**src/rtl/cfgr_pkg.sv**
```systemverilog
package cfgr_pkg;

  localparam int ADDR_W  = 32;
  localparam int BUS_W   = 8;
  localparam int DEV_W   = 5;
  localparam int FN_W    = 3;
  localparam int REG_W   = 6;
  localparam int IDSEL_N = 16;
  localparam int LOW_W   = DEV_W + FN_W + REG_W;

  typedef enum logic [2:0] {
    DST_INT   = 3'd0,
    DST_HUB   = 3'd1,
    DST_GFX0  = 3'd2,
    DST_GFX1  = 3'd3,
    DST_ABORT = 3'd4,
    DST_DROP  = 3'd5
  } cfgr_dest_e;

  typedef struct packed {
    logic             en;
    logic [BUS_W-1:0] bus;
    logic [DEV_W-1:0] dev;
    logic [FN_W-1:0]  fn;
    logic [REG_W-1:0] rg;
  } cfgr_fields_t;

  function automatic cfgr_fields_t split_word(input logic [ADDR_W-1:0] w);
    cfgr_fields_t f;
    f.en  = w[31];
    f.bus = w[23:16];
    f.dev = w[15:11];
    f.fn  = w[10:8];
    f.rg  = w[7:2];
    return f;
  endfunction

  function automatic logic [ADDR_W-1:0] join_word(input cfgr_fields_t f);
    return {f.en, 7'd0, f.bus, f.dev, f.fn, f.rg, 2'b00};
  endfunction

  function automatic logic [LOW_W-1:0] low_part(input cfgr_fields_t f);
    return {f.dev, f.fn, f.rg};
  endfunction

  function automatic cfgr_dest_e pick_dest(input cfgr_fields_t f,
                                           input logic [BUS_W-1:0] sec,
                                           input logic [BUS_W-1:0] sub);
    if (f.bus == '0) begin
      if (f.dev < DEV_W'(2)) return (f.fn == '0) ? DST_INT : DST_DROP;
      return DST_HUB;
    end
    if (f.bus == sec) return (f.dev < DEV_W'(IDSEL_N)) ? DST_GFX0 : DST_ABORT;
    if (f.bus > sec && f.bus <= sub) return DST_GFX1;
    return DST_HUB;
  endfunction

endpackage

```
**src/rtl/cfgr_addr_reg.sv**
```systemverilog
module cfgr_addr_reg
  import cfgr_pkg::*;
(
  input  logic              clk,
  input  logic              rst_n,
  input  logic              wr_en,
  input  logic [ADDR_W-1:0] wr_data,
  output cfgr_fields_t      fields,
  output logic [ADDR_W-1:0] rd_data
);
  cfgr_fields_t held_q;

  always_ff @(posedge clk) begin
    if (!rst_n)     held_q <= '0;
    else if (wr_en) held_q <= split_word(wr_data);
  end

  assign fields  = held_q;
  assign rd_data = join_word(held_q);
endmodule

```
**src/rtl/cfgr_route_decode.sv**
```systemverilog
module cfgr_route_decode
  import cfgr_pkg::*;
(
  input  cfgr_fields_t      fields,
  input  logic [BUS_W-1:0]  sec_bus,
  input  logic [BUS_W-1:0]  sub_bus,
  output cfgr_dest_e        dest,
  output logic              is_local,
  output logic              sec_hit,
  output logic              in_range
);
  assign is_local = (fields.bus == '0) && (fields.dev < DEV_W'(2));
  assign sec_hit  = (fields.bus != '0) && (fields.bus == sec_bus);
  assign in_range = (fields.bus != '0) && (fields.bus > sec_bus) &&
                    (fields.bus <= sub_bus);
  assign dest     = pick_dest(fields, sec_bus, sub_bus);
endmodule

```
**src/rtl/cfgr_addr_map.sv**
```systemverilog
module cfgr_addr_map
  import cfgr_pkg::*;
(
  input  cfgr_fields_t      fields,
  input  cfgr_dest_e        dest,
  output logic [ADDR_W-1:0] hub_addr,
  output logic [ADDR_W-1:0] gfx_addr,
  output logic [IDSEL_N-1:0] idsel
);
  localparam int SEL_W = $clog2(IDSEL_N);

  for (genvar i = 0; i < IDSEL_N; i++) begin : g_sel
    assign idsel[i] = (fields.dev < DEV_W'(IDSEL_N)) &&
                      (fields.dev[SEL_W-1:0] == SEL_W'(i));
  end

  always_comb begin
    hub_addr = '0;
    gfx_addr = '0;
    unique case (dest)
      DST_HUB: begin
        if (fields.bus == '0) hub_addr = {16'd0, low_part(fields), 2'b00};
        else                  hub_addr = {8'd0, fields.bus, low_part(fields), 2'b01};
      end
      DST_GFX0:  gfx_addr = {idsel, low_part(fields), 2'b00};
      DST_ABORT: gfx_addr = {16'd0, low_part(fields), 2'b00};
      DST_GFX1:  gfx_addr = {8'd0, fields.bus, low_part(fields), 2'b01};
      default: ;
    endcase
  end
endmodule

```
**src/rtl/cfg_cycle_router.sv**
```systemverilog
module cfg_cycle_router
  import cfgr_pkg::*;
(
  input  logic              clk,
  input  logic              rst_n,
  input  logic              addr_wr_en,
  input  logic [31:0]       addr_wr_data,
  output logic [31:0]       addr_rd_data,
  input  logic [7:0]        sec_bus,
  input  logic [7:0]        sub_bus,
  input  logic              acc_strobe,
  input  logic              acc_is_read,
  output logic              rt_valid,
  output logic [2:0]        rt_dest,
  output logic              rt_master_abort,
  output logic              rt_read_ones,
  output logic              int_dev,
  output logic [5:0]        int_reg,
  output logic [31:0]       hub_addr,
  output logic [31:0]       gfx_addr
);
  cfgr_fields_t         fields;
  cfgr_dest_e           dec_dest;
  logic                 dec_local, dec_sec_hit, dec_in_range;
  logic [ADDR_W-1:0]    map_hub, map_gfx;
  logic [IDSEL_N-1:0]   map_idsel;
  logic                 fire;

  cfgr_addr_reg u_reg (
    .clk(clk), .rst_n(rst_n), .wr_en(addr_wr_en), .wr_data(addr_wr_data),
    .fields(fields), .rd_data(addr_rd_data)
  );

  cfgr_route_decode u_dec (
    .fields(fields), .sec_bus(sec_bus), .sub_bus(sub_bus), .dest(dec_dest),
    .is_local(dec_local), .sec_hit(dec_sec_hit), .in_range(dec_in_range)
  );

  cfgr_addr_map u_map (
    .fields(fields), .dest(dec_dest), .hub_addr(map_hub), .gfx_addr(map_gfx),
    .idsel(map_idsel)
  );

  assign fire = acc_strobe && fields.en;

  always_ff @(posedge clk) begin
    if (!rst_n) begin
      rt_valid        <= 1'b0;
      rt_dest         <= DST_INT;
      rt_master_abort <= 1'b0;
      rt_read_ones    <= 1'b0;
      int_dev         <= 1'b0;
      int_reg         <= '0;
      hub_addr        <= '0;
      gfx_addr        <= '0;
    end else begin
      rt_valid        <= fire;
      rt_master_abort <= fire && (dec_dest == DST_ABORT);
      rt_read_ones    <= fire && (dec_dest == DST_DROP) && acc_is_read;
      if (fire) begin
        rt_dest  <= dec_dest;
        int_dev  <= fields.dev[0];
        int_reg  <= fields.rg;
        hub_addr <= map_hub;
        gfx_addr <= map_gfx;
      end
    end
  end
endmodule

```
**config.mk**
```make
export PLATFORM = sky130hd
export DESIGN_NAME = cfg_cycle_router
export DESIGN_NICKNAME = d
export VERILOG_FILES = /design/src/rtl/cfgr_pkg.sv /design/src/rtl/cfgr_addr_reg.sv /design/src/rtl/cfgr_route_decode.sv /design/src/rtl/cfgr_addr_map.sv /design/src/rtl/cfg_cycle_router.sv
export SDC_FILE = /design/constraint.sdc
export NUM_CORES = 1
export LEC_CHECK = 0
export ABC_AREA = 1
export BUFFER_PORTS_ARGS = -buffer_cell sky130_fd_sc_hd__buf_2
export CAP_MARGIN = 30
export CORE_UTILIZATION = 44
export CTS_CLUSTER_SIZE = 20
export DETAILED_ROUTE_END_ITERATION = 6
export GPL_ROUTABILITY_DRIVEN = 0
export GPL_TIMING_DRIVEN = 0
export PLACE_DENSITY = 0.76
export SYNTH_ARGS = -nofsm -noshare
export SYNTH_HDL_FRONTEND = slang
export SYNTH_SLANG_ARGS = --single-unit
```
**constraint.sdc**
```tcl
create_clock -name clk -period 1.74 [get_ports clk]
set_input_delay 0 -clock clk [delete_from_list [all_inputs] [get_ports clk]]
set_output_delay 0 -clock clk [all_outputs]
set_load 0.01 [all_outputs]
```
==> impl_metrics.tcl, run 1 <==
set metrics [dict create \
    wire_per_inst_um 17.1 \
    cts_tree "built" \
    syn_to_final_growth_pct 48.9 \
    setup_viol 56 \
    cts_sinks 90 \
    worst_r2r_path_depth 10 \
    finClkSkew_ps 4.09 \
    num-nets-final 818 \
    setup_slack_ps -179 \
    clkLatencyLatePin_ps 360 \
    grt_pass1_wl_um 21400 \
    port_buffers 132 \
    routed_via_density 5.37 \
    violations "design-rule violations, negative setup slack" \
    place_ws_ps -271 \
    slew-limit-headroom_pct 50.7 \
    grt-busiest-layer "met2" \
    wl_um 14700 \
    r2r-end "hub_addr[22]$_SDFFE_PN0P_" \
    n_antenna_cell 0 \
    dieWidth_um 98.4 \
    dr.first_iter.drc_count 572 \
    outcome "finished, violations left" \
    grt_use_met3_pct 4.94 \
    drive_above_1_share_pct 41.8 \
    tightest_slew_ps 740 \
    numCtsBuffers 9 \
    fp.coreArea_mm2 0.00885 \
    syn_area_mm2 0.00409 \
    io_pins 162 \
    die-area_mm2 0.00968 \
    seq_area_frac_synth_pct 44.1 \
    grt_pass1_vias 4318 \
    async_reset_ff_share_pct 0 \
    cts.path.max_buffers 2 \
    htree_num_levels 3 \
    final_common_cell "buf_2" \
    detailed_place_hpwl_um 8740 \
    avgSynthCellArea_um2 7.66 \
    grt_max_degree 15 \
    endpoint "hub_addr[22]$_SDFFE_PN0P_" \
    first_pass_iters 7 \
    antenna_found_initial 0 \
    drc 12 \
    vias 4628 \
    end_kind "register" \
    instances_no_fill 862 \
    synth_largest_area_cell "dfxtp_1" \
    r2r-start "u_reg.fields[20]$_SDFFE_PN0P_" \
    grt_use_met2_pct 45.9 \
    cp_max_fo 10 \
    start_util_pct 46.2 \
    synth-main-ff-cell "dfxtp_1" \
    crit_path_start_kind "register" \
    ys_warn_count 0 \
    rsz0062_at_grt "yes" \
    largest_reg_flops 31 \
    utilization_pct 68.8 \
    grt-ovfl-total 0 \
    required_ps 2040 \
    fmax_ghz 0.521 \
    largest_registers "gfx_addr: 31 flops, hub_addr: 23 flops, u_reg.fields: 23 flops" \
    hold_ws_ps 40.1 \
    fin_crit_sh_pct 110 \
    report.final.slew_viol_count 0 \
    p_total_mw 4.75 \
    ys_types 30 \
    clk_pin_slew_worst_paths_ps 90 \
    powerDensity_mw_per_mm2 779 \
    startpoint "u_reg.fields[20]$_SDFFE_PN0P_" \
    die_h_um 98.4 \
    row_count 34 \
    placed_cells 792 \
    synthCells 534 \
    power_leakage_nw 2.95 \
    synthTopCellsByArea "dfxtp_1, nand2_1, nor2_1, ha_1, o21ai_0" \
    ant_nets 0 \
    synth_top_area_share_pct 44.1 \
    synth_edf_count 0 \
    hold_path.class "in2reg" \
    use_met1_pct 35.6 \
    clock-root-buffer "clkbuf_8" \
    final_hold_viol_count 0 \
    maxCapViolCount 0 \
    layout.cells.most_common_list "buf_2, nand2_1, dfxtp_1, nor2_1, inv_1" \
    regMostFlops "gfx_addr" \
    ys_seq_elements 90 \
    crit_arrival_ps 2210 \
    vdd_drop_max_mv 0.470 \
    rrSetupSlack_ps -180 \
    grt_usage_pct 28.2 \
    critPathKind "reg2reg" \
    period_needed_ps 1920 \
]
==> synthesized netlist by cell type, types with 2 or more instances <==
master / number
nor2_1: 57
dfxtp_1: 90
buf_4: 19
nand3_1: 15
a21oi_2: 10
nand2_2: 12
nand2_1: 139
inv_2: 4
o21ai_0: 40
buf_1: 2
a21o_1: 2
o21ai_2: 20
nor2_4: 2
a21oi_1: 28
buf_2: 2
buf_6: 2
nand4_1: 7
inv_1: 42
clkbuf_1: 15
ha_1: 16
==> what timing repair did <==
action / 4_1_cts / 5_1_grt
resized for setup: 56 / 47
endpoints found under the setup margin: 57 / 55
pin swaps: 15 / 16
endpoints found under the hold margin: 24 / 0
hold buffers: 24 / 0
gates cloned: 1 / 0
buffers inserted: 22 / 10
==> stage by stage <==
| stage | setup TNS (ps) | instance area, um2 |
|---|---|---|
| 2_1_floorplan | 0 | 4170 |
| 3_3_place_gp | -8990 | 4960 |
| 3_5_place_dp | -10860 | 4960 |
| 4_1_cts | -1590 | 5890 |
| 5_1_grt | -9550 | 6090 |
| 6_report | -6210 | 6090 |
==> worst min path at each step <==
stage	startpoint	endpoint	slack (ps)	cells past startpoint
finish	addr_wr_en	u_reg.fields[3]$_SDFFE_PN0P_	40	3
global route	addr_wr_en	u_reg.fields[3]$_SDFFE_PN0P_	90	3
CTS	addr_wr_en	u_reg.fields[16]$_SDFFE_PN0P_	10	3
detailed placement	addr_wr_data[5]	u_reg.fields[3]$_SDFFE_PN0P_	230	3
global placement	addr_wr_data[22]	u_reg.fields[20]$_SDFFE_PN0P_	220	3
floorplan	addr_wr_data[17]	u_reg.fields[15]$_SDFFE_PN0P_	130	2
==> critical path, stage by stage (launching register included) <==
cell	delay (ps)
dfxtp_4	380
buf_4	160
nor2_2	130
nand2_1	110
nor2_4	140
buf_4	140
nor2_4	50
nor2_1	240
nand4_4	190
buf_12	200
o21ai_2	110
==> layer usage <==
| layer | wire (um) | vias to the layer above | part of all wire (%) |
|---|---|---|---|
| met5 | 0 | - | 0 |
| met4 | 835 | 0 | 5.7 |
| met3 | 1390 | 94 | 9.5 |
| met2 | 6710 | 349 | 46 |
| met1 | 5780 | 2070 | 39 |
| li1 | - | 2115 | - |
==> cells by family (layout without fill, tap and decap cells) <==
logic type	Yosys count	after routing	synth area share, %
AND/OR/NAND/NOR	237	237	24.6
AO/OA/AOI/OAI	103	103	15.9
flip-flops	90	90	44.1
buffers and inverters	87	289	10.4
adder cells (fa/ha/maj)	16	16	4.90
other	1	19	0.0917
==> where the power goes <==
| group | total (mW) | switching, mW | internal (mW) |
|---|---|---|---|
| Clock | 1.62 | 0.766 | 0.851 |
| Sequential | 2.20 | 0.0822 | 2.12 |
| Combinational | 0.930 | 0.533 | 0.397 |
| Total | 4.75 | 1.38 | 3.36 |
==> final cells by class <==
class,instances,area (um2)
plain buffers,40,259
clock buffers,12,145
clock inverters,4,75.1
fillers,649,2760
inverters,46,180
multi-input cells,375,2270
flip-flops and latches,90,1830
well taps,108,135
repair buffers,187,1190
Note: power is estimated with default switching activity, not from simulation.
==> inputs of run 2 (changes only) <==
--- a/config.mk
+++ b/config.mk
@@ -5,15 +5,14 @@
 export SDC_FILE = /design/constraint.sdc
 export NUM_CORES = 1
 export LEC_CHECK = 0
-export ABC_AREA = 1
 export BUFFER_PORTS_ARGS = -buffer_cell sky130_fd_sc_hd__buf_2
 export CAP_MARGIN = 30
-export CORE_UTILIZATION = 44
+export CORE_UTILIZATION = 40
 export CTS_CLUSTER_SIZE = 20
 export DETAILED_ROUTE_END_ITERATION = 6
 export GPL_ROUTABILITY_DRIVEN = 0
 export GPL_TIMING_DRIVEN = 0
-export PLACE_DENSITY = 0.76
+export PLACE_DENSITY = 0.73
 export SYNTH_ARGS = -nofsm -noshare
 export SYNTH_HDL_FRONTEND = slang
 export SYNTH_SLANG_ARGS = --single-unit
==> impl_metrics.tcl, run 2 <==
set metrics [dict create \
    ant_nets 0 \
    drc 0 \
    tightest_slew_ps 921 \
    ys_seq_elements 90 \
    outcome "finished, violations left" \
    regMostFlops "gfx_addr" \
    routed_via_density 4.96 \
    detailed_place_hpwl_um 8340 \
    largest_reg_flops 31 \
    grt-ovfl-total 0 \
    port_buffers 131 \
    end_kind "register" \
    avgSynthCellArea_um2 9.23 \
    synthTopCellsByArea "dfxtp_1, nand2_1, mux2i_1, a32o_1, ha_1" \
    ys_types 41 \
    seq_area_frac_synth_pct 45.6 \
    vias 3856 \
    violations "negative setup slack" \
    final_area_mm2 0.00588 \
    row_count 35 \
    syn_to_final_growth_pct 48.9 \
    final_common_cell "buf_2" \
    largest_registers "gfx_addr: 31 flops, hub_addr: 23 flops, u_reg.fields: 23 flops" \
    cts.path.max_buffers 2 \
    setup_slack_ps -449 \
    rsz0062_at_grt "yes" \
    synthCells 428 \
    cp_max_fo 5 \
    finClkSkew_ps 11.0 \
    critPathKind "reg2reg" \
    slew-limit-headroom_pct 38.6 \
    synth_top_area_share_pct 45.6 \
    die_h_um 101 \
    placed_area_mm2 0.00486 \
    first_pass_iters 4 \
    setup_viol 59 \
    htree_num_levels 3 \
    power_leakage_nw 2.70 \
    start_util_pct 41.9 \
    endpoint "hub_addr[19]$_SDFFE_PN0P_" \
    period_needed_ps 2190 \
    grt_pass1_wl_um 18700 \
    die-area_mm2 0.0103 \
    clock-root-buffer "clkbuf_8" \
    grt_usage_pct 24.2 \
    hold_path.class "in2reg" \
    crit_arrival_ps 2430 \
    io_pins 162 \
    dieWidth_um 101 \
    fmax_ghz 0.457 \
    yosysMostFrequentCell "dfxtp_1" \
    wl_um 12500 \
    crit_path_start_kind "register" \
    synth-main-ff-cell "dfxtp_1" \
    r2r-start "u_reg.fields[17]$_SDFFE_PN0P_" \
    report.final.slew_viol_count 0 \
    grt_pass1_vias 3698 \
    syn_area_mm2 0.00395 \
    dr.first_iter.drc_count 138 \
    rrSetupSlack_ps -450 \
    fp.coreArea_mm2 0.00942 \
    clkLatencyLatePin_ps 350 \
    tns_ps -21910 \
    clk_pin_slew_worst_paths_ps 90 \
    drive_above_1_share_pct 38.8 \
    required_ps 1980 \
    startpoint "u_reg.fields[17]$_SDFFE_PN0P_" \
    worst_r2r_path_depth 7 \
    vdd_drop_max_mv 0.340 \
    final_hold_viol_count 0 \
    r2r-end "hub_addr[19]$_SDFFE_PN0P_" \
    fin_crit_sh_pct 126 \
    ys_warn_count 0 \
    cts_sinks 90 \
    maxCapViolCount 0 \
    numCtsBuffers 9 \
    synth_commonest_cells "dfxtp_1, nand2_1, nor2b_1, o21ai_0, mux2i_1" \
    grt_max_degree 14 \
    n_antenna_cell 0 \
    powerDensity_mw_per_mm2 737 \
    num-nets-final 713 \
    synth_largest_area_cell "dfxtp_1" \
    cts_tree "built" \
    layout.cells.most_common_list "buf_2, dfxtp_1, nand2_1, buf_4, nor2b_1" \
    wire_per_inst_um 16.0 \
    async_reset_ff_share_pct 0 \
    synth_edf_count 0 \
    antenna_found_initial 0 \
]
==> run 2: changes by cell type after synthesis, moves of 20 or more <==
cell     change
a32o_1      +21
mux2i_1     +23
inv_1       -26
o21ai_2     -20
nor2_1      -52
nand2_1     -65
nor2b_1     +27
==> run 2: layout make-up <==
type | count | area (um2)
flip-flops and latches | 90 | 1830
multi-input cells | 292 | 2130
repair buffers | 187 | 1200
clock inverters | 2 | 35.0
fillers | 834 | 3530
inverters | 16 | 62.6
clock buffers | 14 | 163
plain buffers | 48 | 308
well taps | 129 | 161
==> run 2: cells by family after synthesis <==
kind of cell / after synthesis / share of synthesized area, %
adders and majority gates: 16 / 5.07
DFF: 90 / 45.6
other: 1 / 0.0950
buffers and inverters: 64 / 8.94
and+or+nand+nor: 143 / 18.0
AOI/OAI and AO/OA: 91 / 16.4
muxes: 23 / 5.83
==> run 2: how the worst min path moves through the flow <==
stage	start	end	slack, ps	cells past startpoint
2_1_floorplan	acc_is_read	rt_read_ones$_SDFF_PN0_	150	1
3_3_place_gp	acc_is_read	rt_read_ones$_SDFF_PN0_	230	2
3_5_place_dp	acc_is_read	rt_read_ones$_SDFF_PN0_	250	2
4_1_cts	addr_wr_en	u_reg.fields[2]$_SDFFE_PN0P_	50	3
5_1_grt	addr_wr_en	u_reg.fields[2]$_SDFFE_PN0P_	110	3
6_report	addr_wr_en	u_reg.fields[2]$_SDFFE_PN0P_	70	3
==> run 2: what timing repair did <==
action	4_1_cts	5_1_grt
pin swaps	20	17
resized for setup	46	23
cloned	3	1
hold buffers	24	0
setup buffers	25	4
hold endpoints to repair	24	0
endpoints found under the setup margin	59	63
==> run 2: power by group <==
part           switching (mW)  internal [mW]
clock                   0.685          0.744
combinational           0.388          0.361
sequential             0.0586           2.10
total                    1.13           3.21
==> run 2: through the flow <==
stage | hold WS [ps] | power, mW | worst slack (ps) | cells | utilization (%)
after floorplan | 146 | 2.55 | -305 | 446 | -
after global placement | 232 | 2.73 | -466 | 706 | 51.7
after detailed placement | 250 | 2.75 | -541 | 706 | 51.7
after CTS | 48.6 | 4.30 | -407 | 773 | 60.9
after global routing | 105 | 4.54 | -491 | 778 | 62.5
final | 69.3 | 4.34 | -449 | 778 | 62.5
==> run 2: per-layer routing <==
metal | vias up | GRT usage, % | routed length (um)
li1 | 1888 | - | -
met1 | 1801 | 29.1 | 5210
met4 | 0 | 8.70 | 245
met3 | 18 | 4.69 | 698
met2 | 149 | 43.0 | 6310
met5 | - | 0 | 0
==> run 2: worst max-delay path, stage by stage (launching register included) <==
cell	delay, ps
dfxtp_4	370
ha_4	270
and4_4	230
or3b_4	390
a32oi_4	270
nand3_4	140
buf_6	170
a32o_1	240
